### config.mk
export PLATFORM = sky130hd
export DESIGN_NAME = uart_mv_rx
export DESIGN_NICKNAME = d
export VERILOG_FILES = /design/src/rtl/uart_mv_pkg.sv /design/src/rtl/uart_mv_sampler.sv /design/src/rtl/uart_mv_framer.sv /design/src/rtl/uart_mv_fifo.sv /design/src/rtl/uart_mv_rx.sv
export SDC_FILE = /design/constraint.sdc
export NUM_CORES = 1
export LEC_CHECK = 0
export ABC_CLOCK_PERIOD_IN_PS = 6200
export BUFFER_PORTS_ARGS = -buffer_cell sky130_fd_sc_hd__buf_2
export CAP_MARGIN = 20
export CORE_ASPECT_RATIO = 1.5
export CORE_UTILIZATION = 66
export DETAILED_ROUTE_END_ITERATION = 10
export GPL_TIMING_DRIVEN = 0
export PLACE_DENSITY = 0.92
export SYNTH_ARGS = -nofsm -noshare
export SYNTH_HDL_FRONTEND = slang
export SYNTH_SLANG_ARGS = --single-unit
### constraint.sdc
create_clock -name clk -period 6.2 [get_ports clk]
set_input_delay 0.31 -clock clk [delete_from_list [all_inputs] [get_ports clk]]
set_output_delay 0.31 -clock clk [all_outputs]
set_load 0.005 [all_outputs]
### src/rtl/uart_mv_pkg.sv
`timescale 1ns/1ps
package uart_mv_pkg;

    // Frame sequencer states
    typedef enum logic [1:0] {
        RX_IDLE  = 2'd0,
        RX_START = 2'd1,
        RX_DATA  = 2'd2,
        RX_STOP  = 2'd3
    } rx_state_e;

endpackage

### src/rtl/uart_mv_sampler.sv
`timescale 1ns/1ps
// Captures the line on each sample tick into a shift window (stage 0 newest)
// and reports how many window stages hold a 1.
module uart_mv_sampler #(
    parameter int SAMPLES = 4,
    localparam int CNT_W = $clog2(SAMPLES + 1)
) (
    input  logic               clk,
    input  logic               rst_n,
    input  logic               sample_tick,
    input  logic               rx_line,
    output logic               stb,
    output logic               newest,
    output logic [CNT_W-1:0]   ones
);

    logic [SAMPLES-1:0] window_q;

    always_ff @(posedge clk or negedge rst_n) begin
        if (!rst_n) begin
            window_q <= '1;
            stb      <= 1'b0;
        end else begin
            stb <= sample_tick;
            if (sample_tick) begin
                window_q <= {window_q[SAMPLES-2:0], rx_line};
            end
        end
    end

    always_comb begin
        ones = '0;
        for (int i = 0; i < SAMPLES; i++) begin
            ones = ones + CNT_W'(window_q[i]);
        end
    end

    assign newest = window_q[0];

endmodule

### src/rtl/uart_mv_framer.sv
`timescale 1ns/1ps
// Frame sequencer: start trigger and confirmation, data bits LSB first, stop decision.
module uart_mv_framer
    import uart_mv_pkg::*;
#(
    parameter int DATA_W  = 8,
    parameter int SAMPLES = 4,
    localparam int CNT_W = $clog2(SAMPLES + 1),
    localparam int PH_W  = $clog2(SAMPLES),
    localparam int BIT_W = $clog2(DATA_W)
) (
    input  logic              clk,
    input  logic              rst_n,
    input  logic              stb,
    input  logic              newest,
    input  logic [CNT_W-1:0]  ones,
    output logic              push,
    output logic [DATA_W-1:0] byte_out,
    output logic              stop_ok
);

    localparam logic [CNT_W-1:0] HALF      = CNT_W'(SAMPLES / 2);
    localparam logic [PH_W-1:0]  PH_CONF   = PH_W'(SAMPLES - 2);
    localparam logic [PH_W-1:0]  PH_LAST   = PH_W'(SAMPLES - 1);
    localparam logic [BIT_W-1:0] BIT_LAST  = BIT_W'(DATA_W - 1);

    rx_state_e          state_q, state_d;
    logic [PH_W-1:0]    phase_q;
    logic [BIT_W-1:0]   bit_q;
    logic [DATA_W-1:0]  shreg_q;
    logic               prev_q;
    logic               vote;
    logic               decide;

    // vote with tie resolved to the last decided bit
    always_comb begin
        if (ones > HALF)      vote = 1'b1;
        else if (ones < HALF) vote = 1'b0;
        else                  vote = prev_q;
    end

    always_comb begin
        unique case (state_q)
            RX_IDLE:  decide = 1'b0;
            RX_START: decide = stb && (phase_q == PH_CONF);
            RX_DATA,
            RX_STOP:  decide = stb && (phase_q == PH_LAST);
        endcase
    end

    // state register
    always_ff @(posedge clk or negedge rst_n) begin
        if (!rst_n) state_q <= RX_IDLE;
        else        state_q <= state_d;
    end

    // transitions
    always_comb begin
        state_d = state_q;
        unique case (state_q)
            RX_IDLE:  if (stb && !newest) state_d = RX_START;           // trigger
            RX_START: if (decide) state_d = vote ? RX_IDLE : RX_DATA;   // reject / confirm
            RX_DATA:  if (decide && bit_q == BIT_LAST) state_d = RX_STOP; // last bit
            RX_STOP:  if (decide) state_d = RX_IDLE;                     // deliver
        endcase
    end

    // sequencing datapath
    always_ff @(posedge clk or negedge rst_n) begin
        if (!rst_n) begin
            phase_q <= '0;
            bit_q   <= '0;
            shreg_q <= '0;
            prev_q  <= 1'b1;
        end else if (stb) begin
            if (state_q == RX_IDLE || decide) phase_q <= '0;
            else                              phase_q <= phase_q + 1'b1;
            if (state_q == RX_IDLE)           bit_q <= '0;
            else if (decide && state_q == RX_DATA) begin
                bit_q   <= bit_q + 1'b1;
                shreg_q <= {vote, shreg_q[DATA_W-1:1]};
            end
            if (decide) prev_q <= vote;
        end
    end

    // outputs
    always_comb begin
        push     = decide && (state_q == RX_STOP);
        byte_out = shreg_q;
        stop_ok  = vote;
    end

endmodule

### src/rtl/uart_mv_fifo.sv
`timescale 1ns/1ps
// Show-ahead queue stored as parallel narrow lanes.
module uart_mv_fifo #(
    parameter int DATA_W = 8,
    parameter int DEPTH  = 16,
    parameter int LANE_W = 4,
    localparam int LANES = DATA_W / LANE_W,
    localparam int AW    = $clog2(DEPTH)
) (
    input  logic              clk,
    input  logic              rst_n,
    input  logic              wr_en,
    input  logic [DATA_W-1:0] wr_data,
    input  logic              rd_en,
    output logic [DATA_W-1:0] rd_data,
    output logic              empty,
    output logic              full
);

    logic [AW-1:0] wr_ptr_q, rd_ptr_q;
    logic [AW:0]   count_q;
    logic          do_wr, do_rd;

    assign empty = (count_q == '0);
    assign full  = (count_q == (AW+1)'(DEPTH));
    assign do_wr = wr_en && !full;
    assign do_rd = rd_en && !empty;

    always_ff @(posedge clk or negedge rst_n) begin
        if (!rst_n) begin
            wr_ptr_q <= '0;
            rd_ptr_q <= '0;
            count_q  <= '0;
        end else begin
            if (do_wr) wr_ptr_q <= wr_ptr_q + 1'b1;
            if (do_rd) rd_ptr_q <= rd_ptr_q + 1'b1;
            unique case ({do_wr, do_rd})
                2'b10:   count_q <= count_q + 1'b1;
                2'b01:   count_q <= count_q - 1'b1;
                default: count_q <= count_q;
            endcase
        end
    end

    for (genvar l = 0; l < LANES; l++) begin : g_lane
        logic [LANE_W-1:0] mem [DEPTH];
        always_ff @(posedge clk) begin
            if (do_wr) mem[wr_ptr_q] <= wr_data[l*LANE_W +: LANE_W];
        end
        assign rd_data[l*LANE_W +: LANE_W] = mem[rd_ptr_q];
    end

endmodule

### src/rtl/uart_mv_rx.sv
`timescale 1ns/1ps
module uart_mv_rx #(
    parameter int DATA_W  = 8,
    parameter int SAMPLES = 4,
    parameter int DEPTH   = 16,
    parameter int LANE_W  = 4,
    localparam int CNT_W = $clog2(SAMPLES + 1)
) (
    input  logic              clk,
    input  logic              rst_n,
    input  logic              sample_tick,
    input  logic              rx_line,
    input  logic              rd_en,
    output logic [DATA_W-1:0] rd_data,
    output logic              empty,
    output logic              full,
    output logic              frame_err,
    output logic              overrun
);

    logic              stb;
    logic              newest;
    logic [CNT_W-1:0]  ones;
    logic              push;
    logic [DATA_W-1:0] rx_byte;
    logic              stop_ok;

    uart_mv_sampler #(.SAMPLES(SAMPLES)) u_sampler (
        .clk(clk), .rst_n(rst_n), .sample_tick(sample_tick), .rx_line(rx_line),
        .stb(stb), .newest(newest), .ones(ones)
    );

    uart_mv_framer #(.DATA_W(DATA_W), .SAMPLES(SAMPLES)) u_framer (
        .clk(clk), .rst_n(rst_n), .stb(stb), .newest(newest), .ones(ones),
        .push(push), .byte_out(rx_byte), .stop_ok(stop_ok)
    );

    uart_mv_fifo #(.DATA_W(DATA_W), .DEPTH(DEPTH), .LANE_W(LANE_W)) u_fifo (
        .clk(clk), .rst_n(rst_n), .wr_en(push), .wr_data(rx_byte),
        .rd_en(rd_en), .rd_data(rd_data), .empty(empty), .full(full)
    );

    always_ff @(posedge clk or negedge rst_n) begin
        if (!rst_n) begin
            frame_err <= 1'b0;
            overrun   <= 1'b0;
        end else begin
            if (push && !stop_ok) frame_err <= 1'b1;
            if (push && full)     overrun   <= 1'b1;
        end
    end

endmodule

== After elaboration in Yosys (flattened, before gate mapping) ==
Memories as Yosys holds them, arrays and structs flattened.
Cells that the tools add are included.

* Add/sub/neg operators: 9
* $mul: 0
* Divide/modulo/power cells: 0
* $lt $le $gt $ge: 2
* Equal/unequal tests: 13
* Shifts and indexed selects: 0
* Mux-type cells: 15
* Bitwise logic cells: 1
* Reduce and logical (&&, ||, !) cells: 24

{| class="wikitable"
|+ Operators by type and width
! operator !! count
|-
| $mux 2 || 6
|-
| $eq 2x2->1 const B || 5
|-
| $logic_and 1x1->1 || 10
|-
| $pmux 5 s2 || 1
|-
| $add 4x1->4 const B || 2
|-
| $ne 2x1->1 const B || 4
|-
| $pmux 2 s4 || 1
|-
| $add 3x1->3 || 2
|-
| $mux 3 || 2
|-
| $add 5x1->5 const B || 1
|-
| $eq 5x5->1 const B || 1
|-
| $logic_not 5->1 || 1
|-
| $sub 5x1->5 const B || 1
|-
| $eq 2x1->1 const B || 2
|-
| $logic_not 1->1 || 4
|-
| $mux 1 || 4
|-
| $reduce_and 2->1 || 2
|-
| $reduce_and 4->1 || 1
|-
| $reduce_bool 2->1 || 2
|-
| $add 3x1->3 const B || 1
|-
| $eq 3x3->1 const B || 1
|-
| $gt 3x2->1 const B || 1
|-
| $lt 3x2->1 const B || 1
|-
| $pmux 1 s3 || 1
|-
| 7 further kinds || 7
|}

* Bits in registers: 36
* Latch bits: 0
* Bits in writable memories: 128
* Bits in read-only memories: 0
* Bits of input ports: 5
* Logic and storage cells: 78
* Memories kept: 2

{| class="wikitable"
|+ Memories
! memory !! depth !! bits a word !! read ports !! clocked after memory_dff !! wr ports !! line !! RTL
|-
| u_fifo.g_lane[0].mem || 16 || 4 || 1 || 0 || 1 || uart_mv_fifo.sv:46 || <nowiki>logic [LANE_W-1:0] mem [DEPTH];</nowiki>
|-
| u_fifo.g_lane[1].mem || 16 || 4 || 1 || 0 || 1 || uart_mv_fifo.sv:46 ||
|}

== Depth between registers and ports, before layout ==
Gate-level depths: netlist (run 1).

* Depth in word-level cells: 9
* Mapped depth: 9
* Depth with buffers taken out: 9

== Modules after synthesis ==
Synthesis (run 1) repeated with hierarchy kept, for this count alone.

* Cell total of the unflattened synthesis: 417
* Area, all modules: 6876.6 um2

{| class="wikitable"
|+ By module, submodules not included
! module !! instances !! cells an instance !! area each (um2)
|-
| uart_mv_fifo || 1 || 332 || 5779.3
|-
| uart_mv_framer || 1 || 63 || 789.5
|-
| uart_mv_sampler || 1 || 17 || 239.0
|-
| uart_mv_rx || 1 || 5 || 68.8
|}

== Worst setup path after synthesis (run 1) ==
Ideal clock, no wire load.

* Path type: register -> register
* Start: register u_fifo.count_q[1]
* End: register u_fifo.count_q[4]
* Library setup time: 0.116 ns
* Data arrival time: 2.503 ns
* Data required time: 6.084 ns
* Path slack: 3.581 ns
* Stages on the path, launching flop included: 8
* Buffers on the path: 0
* Period minus slack after synthesis: 2.619 ns
* Cell sequence: dfrtp_1 or4_1 o21a_1 ha_1 fa_1 a21oi_1 o21ai_0 o311ai_0

* Longest elaborated chain between the ends: 5

{| class="wikitable"
|+ Ends and longest elaborated chain
! what !! line !! RTL
|-
| from (decl) || uart_mv_fifo.sv:21 || <nowiki>logic [AW:0] count_q;</nowiki>
|-
| from (signal assigned) || uart_mv_fifo.sv:38 || <nowiki>2'b10: count_q <= count_q + 1'b1;</nowiki>
|-
| from (signal assigned) || uart_mv_fifo.sv:39 || <nowiki>2'b01: count_q <= count_q - 1'b1;</nowiki>
|-
| from (signal assigned) || uart_mv_fifo.sv:40 || <nowiki>default: count_q <= count_q;</nowiki>
|-
| $logic_not 5->1 * || uart_mv_fifo.sv:24 || <nowiki>assign empty = (count_q == '0);</nowiki>
|-
| $logic_not 1->1 * || uart_mv_fifo.sv:27 || <nowiki>assign do_rd = rd_en && !empty;</nowiki>
|-
| $logic_and 1x1->1 * || uart_mv_fifo.sv:27 ||
|-
| via u_fifo.do_rd || uart_mv_fifo.sv:22 || <nowiki>logic do_wr, do_rd;</nowiki>
|-
| $eq 2x1->1 / $eq 2x2->1 (equally long branches) || uart_mv_fifo.sv:37 || <nowiki>unique case ({do_wr, do_rd})</nowiki>
|-
| $pmux 5 s2 / $reduce_bool 2->1 (equally long branches) || n/a ||
|}

The timed path passes the listed nets; every way through them passes the cells marked *.
A chain may end at the register's enable or synchronous reset.

== Final worst setup path (run 1) ==
* Start: register u_fifo.count_q[0]
* End: register u_fifo.count_q[4]

Same word-level chain as after synthesis.

==> results of run 1 <==
==> final timing paths <==
path                                        end  depth (start not counted)
max                           u_fifo.count_q[4]                          7
min                               u_sampler.stb                          1
max reg2reg                   u_fifo.count_q[4]                          7
min reg2reg                           frame_err                          1
max in group asynchronous  u_framer.byte_out[2]                          2
min in group asynchronous     u_fifo.count_q[2]                          2
==> stage by stage <==
| stage | cells | cell area [um^2] |
|---|---|---|
| after floorplan | 376 | 6770 |
| after global placement | 507 | 6990 |
| after detailed placement | 507 | 6990 |
| after CTS | 540 | 7540 |
| after global routing | 540 | 7540 |
| final | 540 | 7540 |
==> flip-flops by register name, summed over array words and instances, names as in the netlist, named ones only <==
name                count
u_fifo.g_lane.mem     128
u_framer.byte_out       8
u_fifo.count_q          5
u_fifo.rd_ptr_q         4
u_fifo.wr_ptr_q         4
u_sampler.window_q      4
u_framer.bit_q          3
u_framer.phase_q        2
frame_err               1
overrun                 1
u_framer.prev_q         1
u_framer.state_q        1
u_sampler.stb           1
==> routing by layer <==
metal	routed length, um	global-route usage	up-vias
li1	-	-	1548
met1	4940	0.324	1856
met2	7700	0.510	161
met3	787	0.0662	38
met4	370	0.124	0
met5	0	0	-
==> cells in the mapped netlist, types with 3 or more instances <==
library cell	instances	area (um^2)
edfxtp_1	128	3840
mux4_2	32	721
dfrtp_1	31	776
nand2_1	21	78.8
a22oi_1	16	120
inv_1	15	56.3
mux2_2	15	169
ha_1	14	175
and2_1	13	81.3
nor2_1	10	37.5
xnor2_1	8	70.1
o21ai_0	7	35.0
a22o_1	5	43.8
buf_1	5	18.8
dfstp_2	5	131
clkbuf_1	4	15.0
a21oi_1	3	15.0
buf_2	3	15.0
==> final cells by class <==
cell class                 instances  share of cell area
buffer                            14             0.00814
clock buffer                      19              0.0574
clock inverter                    13              0.0138
inverter                          15             0.00747
multi-input combinational        183               0.252
sequential                       164               0.630
tap                              115              0.0191
timing repair buffer              17              0.0120
==> power groups by stage <==
stage | Sequential (mW) | Clock (mW) | Combinational [mW]
after detailed placement | 1.38 | 0 | 0.756
after global placement | 1.36 | 0 | 0.712
after floorplan | 1.34 | 0 | 0.551
final | 1.36 | 0.942 | 0.777
after global routing | 1.37 | 0.990 | 0.841
after CTS | 1.36 | 0.947 | 0.780
==> worst register-to-register path, cell delays in order, from the launching register on <==
cell,delay (ns)
dfrtp_1,0.45
or4_1,0.59
o21a_1,0.29
ha_1,0.36
fa_1,0.45
a21oi_1,0.25
o21ai_0,0.13
o311ai_0,0.33
==> cell families (layout without fill, tap and decap cells) <==
group                    Yosys count  count (layout)  share of synthesized area
adder cells (fa/ha/maj)           16              16                     0.0318
flip-flops                       164             164                      0.702
AND/OR/NAND/NOR                   68              68                     0.0573
multiplexers                      49              49                      0.135
XOR/XNOR                           9               9                     0.0117
AO/OA/AOI/OAI                     41              41                     0.0448
buffers and inverters             29              78                     0.0174
==> results.yml, run 1 <==
power_and_ir_drop:
  power.total_mw: 3.08
  power_density_mw_per_mm2: 409
  comb_power_share: 0.252
  seqPwrFrac: 0.442
  p_sw_uw: 953
  clockPowerShare: 0.306
  intPower_mw: 2.13
  leakage_nw: 2.76
  ir_drop_uv: 314
  swShare: 0.309
logic_synthesis:
  yosys_most_used_dff: "edfxtp_1"
  netlist_instances: 376
  ys_seq_area_frac: 0.702
  ys_types: 51
  ys_ff_latch: 164
  synth-edff-count: 128
  yosys_warnings: 0
  syn_nets: 397
  async_flop_share: 0.220
  synth.avg_cell_area_um2: 18.0
  netlist_area_mm2: 0.00677
grt:
  grt_pass1_wl_um: 21100
  grt_usage: 0.284
  antenna_found_initial: 0
  grt_pass1_vias: 3861
  grt_max_degree: 37
  overflow: 0
placed_design:
  numPortBuffers: 16
  pre_cts_ws_ns: 3.26
  place_congestion: 0.801
  dpl.hpwl_um: 8540
setup_path:
  critPathLaunchType: "flop"
  crit_slowest_cell: "or4_1"
  required_ns: 6.51
  setup.worst_path.end_class: "flop"
  ff2ff_setup_slack_ns: 3.23
  critical_path_class: "reg -> reg"
  cpPeakStageDelay_ns: 0.59
  critPathLaunch: "u_fifo.count_q[0]"
  cp_max_fo: 9
  cp.buffers_inverters: 0
  path_cells: "or4_1 -> o21a_1 -> ha_1 -> fa_1 -> a21oi_1 -> o21ai_0 -> o311ai_0"
  regToRegStartpoint: "u_fifo.count_q[0]"
  worst_ep_arrival_time_ns: 3.28
  critPathTopFamily: "compound AO/OA/AOI/OAI gates"
cts:
  post_cts_resized: 0
  cts_hold_buf: 1
  insertion_delay_ns: 0.43
  h-tree-depth: 4
  clkSinkCount: 164
  clock_path_buffers: 2
  root_buffer: "clkbuf_16"
  clk_pin_slew_worst_paths_ns: 0.06
  cts_tree: "done"
  post_cts_buffers: 0
  cts_inserted_buffers: 17
final_layout:
  final_cell_mix: "edfxtp_1, mux4_2, dfrtp_1, nand2_1, buf_2"
  num_antenna_cells: 0
  multi_input_area_mm2: 0.00190
  seqCellArea_mm2: 0.00475
  syn2layout_area_growth_pct: 11.4
  final_common_cell: "edfxtp_1"
  fin_util: 0.769
  drive_above_1_share: 0.256
  nFillCells: 512
  nets: 433
timing:
  rsz0062_at_grt: "false"
  holdWs_ns: 0.0628
  max_freq_ghz: 0.337
  tightest_slew_ns: 0.796
  fin_skew_ns: 0.00671
  fin_tns_setup_ns: 0
  setup_viol: 0
  finalWorstSetupSlack_ns: 3.23
  report.final.slew_viol_count: 0
  finalHoldViolations: 0
  post-route-period-util: 0.478
  relSlewSlack: 0.467
  period_minus_slack_ns: 2.97
die:
  die_x_um: 84.7
  io_pins: 17
  die_y_um: 126
  core_mm2: 0.00980
  initial_core_util: 0.690
  dieArea_mm2: 0.0107
  rows: 44
routing:
  route.detailed.drc: 0
  viasPerCell: 6.67
  dr.pass1.iters: 8
  drt-initial-drc-count: 317
  wl_per_cell_um: 25.5
  drtAntennaViolNets: 0
  dr_total_vias: 3603
  wirelength_um: 13800
min_path:
  worstHoldStart: "sample_tick"
  holdCritPathClass: "in -> reg"
run_status:
  status: "complete, no violations"
run:
  maxCapViolCount: 0
No activity file was read; power rests on OpenSTA's default activity.
==> inputs of run 2 (changes only) <==
Settings changed: ABC_CLOCK_PERIOD_IN_PS 6200 to 2900, CORE_UTILIZATION 66 to 62, PLACE_DENSITY 0.92 to 0.87.
Clock period 6.2 ns to 2.9 ns, I/O delays scaled along.
==> run 2 against run 1 <==
  * First-iteration DRC count fell by 29%
  * Critical path depth did not move
  * Sequential share of layout area fell by 0.88 points
  * Critical endpoint unchanged
==> results.yml, run 2 (synthesis results as in run 1) <==
power_and_ir_drop:
  clockPowerShare: 0.325
  swShare: 0.297
  leakage_nw: 2.80
  intPower_mw: 4.72
  power.total_mw: 6.71
  ir_drop_uv: 735
  seqPwrFrac: 0.431
  comb_power_share: 0.243
  power_density_mw_per_mm2: 878
  p_sw_mw: 1.99
routing:
  drtAntennaViolNets: 0
  dr_total_vias: 3502
  wl_per_cell_um: 22.5
  route.detailed.drc: 0
  wirelength_um: 12800
  dr.pass1.iters: 4
  drt-initial-drc-count: 225
  viasPerCell: 6.13
final_layout:
  fin_util: 0.722
  nFillCells: 648
  design_area_mm2: 0.00764
  drive_above_1_share: 0.260
  nets: 435
  num_antenna_cells: 0
  final_cell_mix: "edfxtp_1, mux4_2, dfrtp_1, nand2_1, buf_2"
  stdcell_count: 571
  top_register: "u_fifo.g_lane.mem"
  syn2layout_area_growth_pct: 13.0
  largest_reg_flops: 128
  final_common_cell: "edfxtp_1"
grt:
  overflow: 0
  grt_usage: 0.256
  grt_pass1_wl_um: 20200
  grt_max_degree: 37
  antenna_found_initial: 0
  grt_pass1_vias: 3729
placed_design:
  pre_cts_ws_ns: 0.00397
  dpl.hpwl_um: 8090
  placedCellCount: 536
  numPortBuffers: 16
  place_congestion: 0.797
  place_area_mm2: 0.00703
setup_path:
  critical_path_class: "reg -> reg"
  cpPeakStageDelay_ns: 0.58
  critPathTopFamily: "compound AO/OA/AOI/OAI gates"
  critPathLaunchType: "flop"
  setup.worst_path.end_class: "flop"
  worst_ep_arrival_time_ns: 3.05
  cp.buffers_inverters: 0
  crit_slowest_cell: "or4_1"
  required_ns: 3.22
  path_cells: "or4_1 -> o21a_1 -> ha_2 -> fa_1 -> a21oi_2 -> o21ai_0 -> o311ai_1"
  cp_max_fo: 9
run:
  maxCapViolCount: 0
die:
  core_mm2: 0.0106
  initial_core_util: 0.639
  dieArea_mm2: 0.0113
  io_pins: 17
  rows: 46
  die_y_um: 130
  die_x_um: 87.3
timing:
  finalWorstSetupSlack_ns: 0.175
  fin_skew_ns: 0.00658
  report.final.slew_viol_count: 0
  period_minus_slack_ns: 2.73
  setup_viol: 0
  tightest_slew_ns: 0.817
  rsz0062_at_grt: "false"
  max_freq_ghz: 0.367
  finalHoldViolations: 0
  holdWs_ns: 0.216
  post-route-period-util: 0.940
  fin_tns_setup_ns: 0
  relSlewSlack: 0.453
cts:
  cts_tree: "done"
  post_cts_buffers: 0
  cts_inserted_buffers: 17
  clock_path_buffers: 2
  h-tree-depth: 4
  clkSinkCount: 164
  clk_pin_slew_worst_paths_ns: 0.06
  root_buffer: "clkbuf_16"
  insertion_delay_ns: 0.42
run_status:
  status: "complete, no violations"
min_path:
  holdCritPathClass: "in -> reg"
[run 2: changes by cell type in the layout (fill, tap and decap cells not counted), moves of 2 or more]
cell,before,now
dlygate4sd3_1,1,3
clkbuf_1,6,4
clkinv_4,4,2
clkinvlp_4,5,3
bufinv_16,0,2
clkinv_1,0,2
[run 2: power by group through the flow]
stage,combinational (mW),sequential [mW],clock [mW]
floorplan,1.18,2.88,0
CTS,1.64,2.89,2.20
finish,1.63,2.89,2.18
detailed placement,1.61,2.93,0
global route,1.79,2.92,2.29
global placement,1.54,2.91,0
[run 2: worst paths after layout]
path,startpoint,end,slack (ns),cells after the start
worst min register to register,overrun,overrun,0.49,1
worst min-delay path,rd_en,u_fifo.rd_ptr_q[0],0.22,3
max in group asynchronous,rst_n,u_framer.byte_out[3],2.02,2
worst max register to register,u_fifo.count_q[1],u_fifo.count_q[4],0.17,7
worst max-delay path,u_fifo.count_q[1],u_fifo.count_q[4],0.17,7
min in group asynchronous,rst_n,u_fifo.count_q[3],0.36,2
[run 2: worst min-delay path, delay by kind of cell]
| kind | cells | cell delay (ns) |
|---|---|---|
| buffers and inverters | 1 | 0.08 |
| XOR/XNOR | 1 | 0.11 |
| AO/OA/AOI/OAI | 1 | 0.26 |
[run 2: cell type report]
class	count	area (um^2)	area share
Clock buffer	17	425	0.0557
Buffer	14	61.3	0.00802
Sequential cell	164	4750	0.622
Tap cell	144	180	0.0236
Timing Repair Buffer	19	110	0.0144
Multi-Input combinational cell	183	1900	0.249
Clock inverter	15	155	0.0203
Inverter	15	56.3	0.00737
[run 2: per-layer routing]
layer,vias to the layer above,wire (um),global-route usage
met3,19,507,0.0633
met2,89,7120,0.450
met4,0,278,0.106
li1,1556,-,-
met5,-,0,0
met1,1838,4940,0.301
[run 2: timing repair]
item / 4_1_cts / 5_1_grt
endpoints found under the hold margin: 33 / 0
resized for setup: 1 / 2
hold buffers: 3 / 0
pin swaps: 0 / 1
endpoints found under the setup margin: 1 / 1
==> inputs of run 3 (changes only) <==
Settings changed: ABC_CLOCK_PERIOD_IN_PS 2900 to 2550, GPL_TIMING_DRIVEN 0 to 1, TNS_END_PERCENT from default to 100.
Clock period 2.9 ns to 2.55 ns, I/O delays scaled along.
==> run 3 against run 2 <==
  * First-iteration DRC count increased by 27%
  * Combinational power is 17% higher
  * Register-to-register slack worse by 0.095 ns
  * Final cell count is 0.18% lower
  * Critical path type unchanged
  * Largest power group unchanged
==> results.yml, run 3 (synthesis results as in run 1) <==
setup_path:
  cp_max_fo: 3
  setup.worst_path.end_class: "flop"
  cp.buffers_inverters: 1
  required_ns: 2.87
  cpPeakStageDelay_ns: 0.54
  path_cells: "or4_4 -> o21a_1 -> ha_2 -> fa_1 -> a21oi_2 -> buf_4 -> nor4_2 -> nand4b_1 -> o311ai_1"
  worst_ep_arrival_time_ns: 2.79
  crit_slowest_cell: "or4_4"
  critPathTopFamily: "simple AND/OR/NAND/NOR gates"
  critical_path_class: "reg -> reg"
  critPathLaunchType: "flop"
cts:
  clock_path_buffers: 2
  insertion_delay_ns: 0.42
  clk_pin_slew_worst_paths_ns: 0.06
  cts_tree: "done"
  h-tree-depth: 4
  clkSinkCount: 164
  cts_inserted_buffers: 17
  root_buffer: "clkbuf_16"
timing:
  fin_skew_ns: 0.0100
  max_freq_ghz: 0.405
  setup_viol: 0
  tightest_slew_ns: 0.905
  relSlewSlack: 0.394
  rsz0062_at_grt: "true"
  period_minus_slack_ns: 2.47
  report.final.slew_viol_count: 0
  holdWs_ns: 0.266
  post-route-period-util: 0.969
  finalHoldViolations: 0
routing:
  wirelength_um: 13900
  drt-initial-drc-count: 285
  dr.pass1.iters: 4
  wl_per_cell_um: 24.3
  route.detailed.drc: 0
  drtAntennaViolNets: 0
  dr_total_vias: 3619
  viasPerCell: 6.35
grt:
  overflow: 0
  grt_use_met1: 0.275
  busiest_layer: "met2"
  grt_use_met2: 0.494
  antenna_found_initial: 0
  grtUsageMet3: 0.0772
  grt_pass1_vias: 3816
  grt_usage: 0.268
  grt_max_degree: 37
  grt_pass1_wl_um: 20900
final_layout:
  largest_reg_flops: 128
  syn2layout_area_growth_pct: 13.9
  final_cell_mix: "edfxtp_1, mux4_2, dfrtp_1, nand2_1, clkbuf_16"
  final_common_cell: "edfxtp_1"
  nets: 434
  fin_util: 0.728
  nFillCells: 612
  num_antenna_cells: 0
  stdcell_count: 570
  top_register: "u_fifo.g_lane.mem"
  drive_above_1_share: 0.284
placed_design:
  numPortBuffers: 16
  placedCellCount: 533
  dpl.hpwl_um: 8460
  place_congestion: 0.737
power_and_ir_drop:
  ir_drop_uv: 739
  power.total_mw: 7.78
  power_density_mw_per_mm2: 1010
  leakage_nw: 2.85
die:
  initial_core_util: 0.639
  die_x_um: 87.3
  dieArea_mm2: 0.0113
  die_y_um: 130
  io_pins: 17
  core_mm2: 0.0106
  rows: 46
min_path:
  holdCritPathClass: "in -> reg"
run_status:
  status: "complete, no violations"
run:
  maxCapViolCount: 0
[run 3: changes by cell type in the layout (fill, tap and decap cells not counted), sizes merged]
cell	change
bufinv	+1
buf	+4
clkinv	+1
clkbuf	-1
inv	-4
clkinvlp	-2
[run 3: final timing paths]
kind	from	end	slack, ns	depth (start not counted)
setup / recovery	u_fifo.count_q[1]	u_fifo.count_q[4]	0.08	9
hold / removal	rd_en	u_fifo.rd_ptr_q[0]	0.27	5
setup reg to reg	u_fifo.count_q[1]	u_fifo.count_q[4]	0.08	9
hold reg to reg	frame_err	frame_err	0.47	1
max in group asynchronous	rst_n	u_fifo.rd_ptr_q[0]	1.64	2
min in group asynchronous	rst_n	overrun	0.33	2
[run 3: area by class of cell]
| type | instances | area, um^2 | area share |
|---|---|---|---|
| tap | 144 | 180 | 0.0234 |
| multi-input combinational | 183 | 1920 | 0.249 |
| inverter | 15 | 56.3 | 0.00731 |
| sequential | 164 | 4750 | 0.617 |
| timing repair buffer | 32 | 208 | 0.0270 |
| clock buffer | 21 | 450 | 0.0585 |
| clock inverter | 11 | 135 | 0.0175 |
[run 3: timing repair]
action | 4_1_cts | 5_1_grt
endpoints found under the setup margin | 1 | 28
hold endpoints to repair | 33 | 0
hold buffers | 3 | 0
resized for setup | 1 | 6
setup buffers | 0 | 2
pin swaps | 0 | 4
[run 3: worst reg2reg max path, delay by kind of cell, from the launching register on]
kind | cells | cell delay (ns)
fa+ha+maj | 2 | 0.61
simple gates | 3 | 0.74
buf+inv | 1 | 0.14
compound gates | 3 | 0.52
flops | 1 | 0.38
[run 3: stage by stage]
stage	setup slack [ns]	setup TNS, ns	area (um^2)
5_1_grt	-0.0159	-0.198	7710
2_1_floorplan	0.00215	0	6770
6_report	0.0794	0	7710
4_1_cts	0.00858	0	7670
3_3_place_gp	0.110	0	7050
3_5_place_dp	-0.0642	-0.0642	7050
[run 3: report_power, final]
group | total (mW) | switching, mW | internal, mW
Combinational | 1.91 | 0.991 | 0.916
Sequential | 3.34 | 0.269 | 3.07
Clock | 2.54 | 0.985 | 1.55
[run 3: routing by layer]
layer | part of all wire | routed length [um]
met1 | 0.35 | 4820
met2 | 0.56 | 7830
met3 | 0.051 | 709
met4 | 0.036 | 503
met5 | 0 | 0
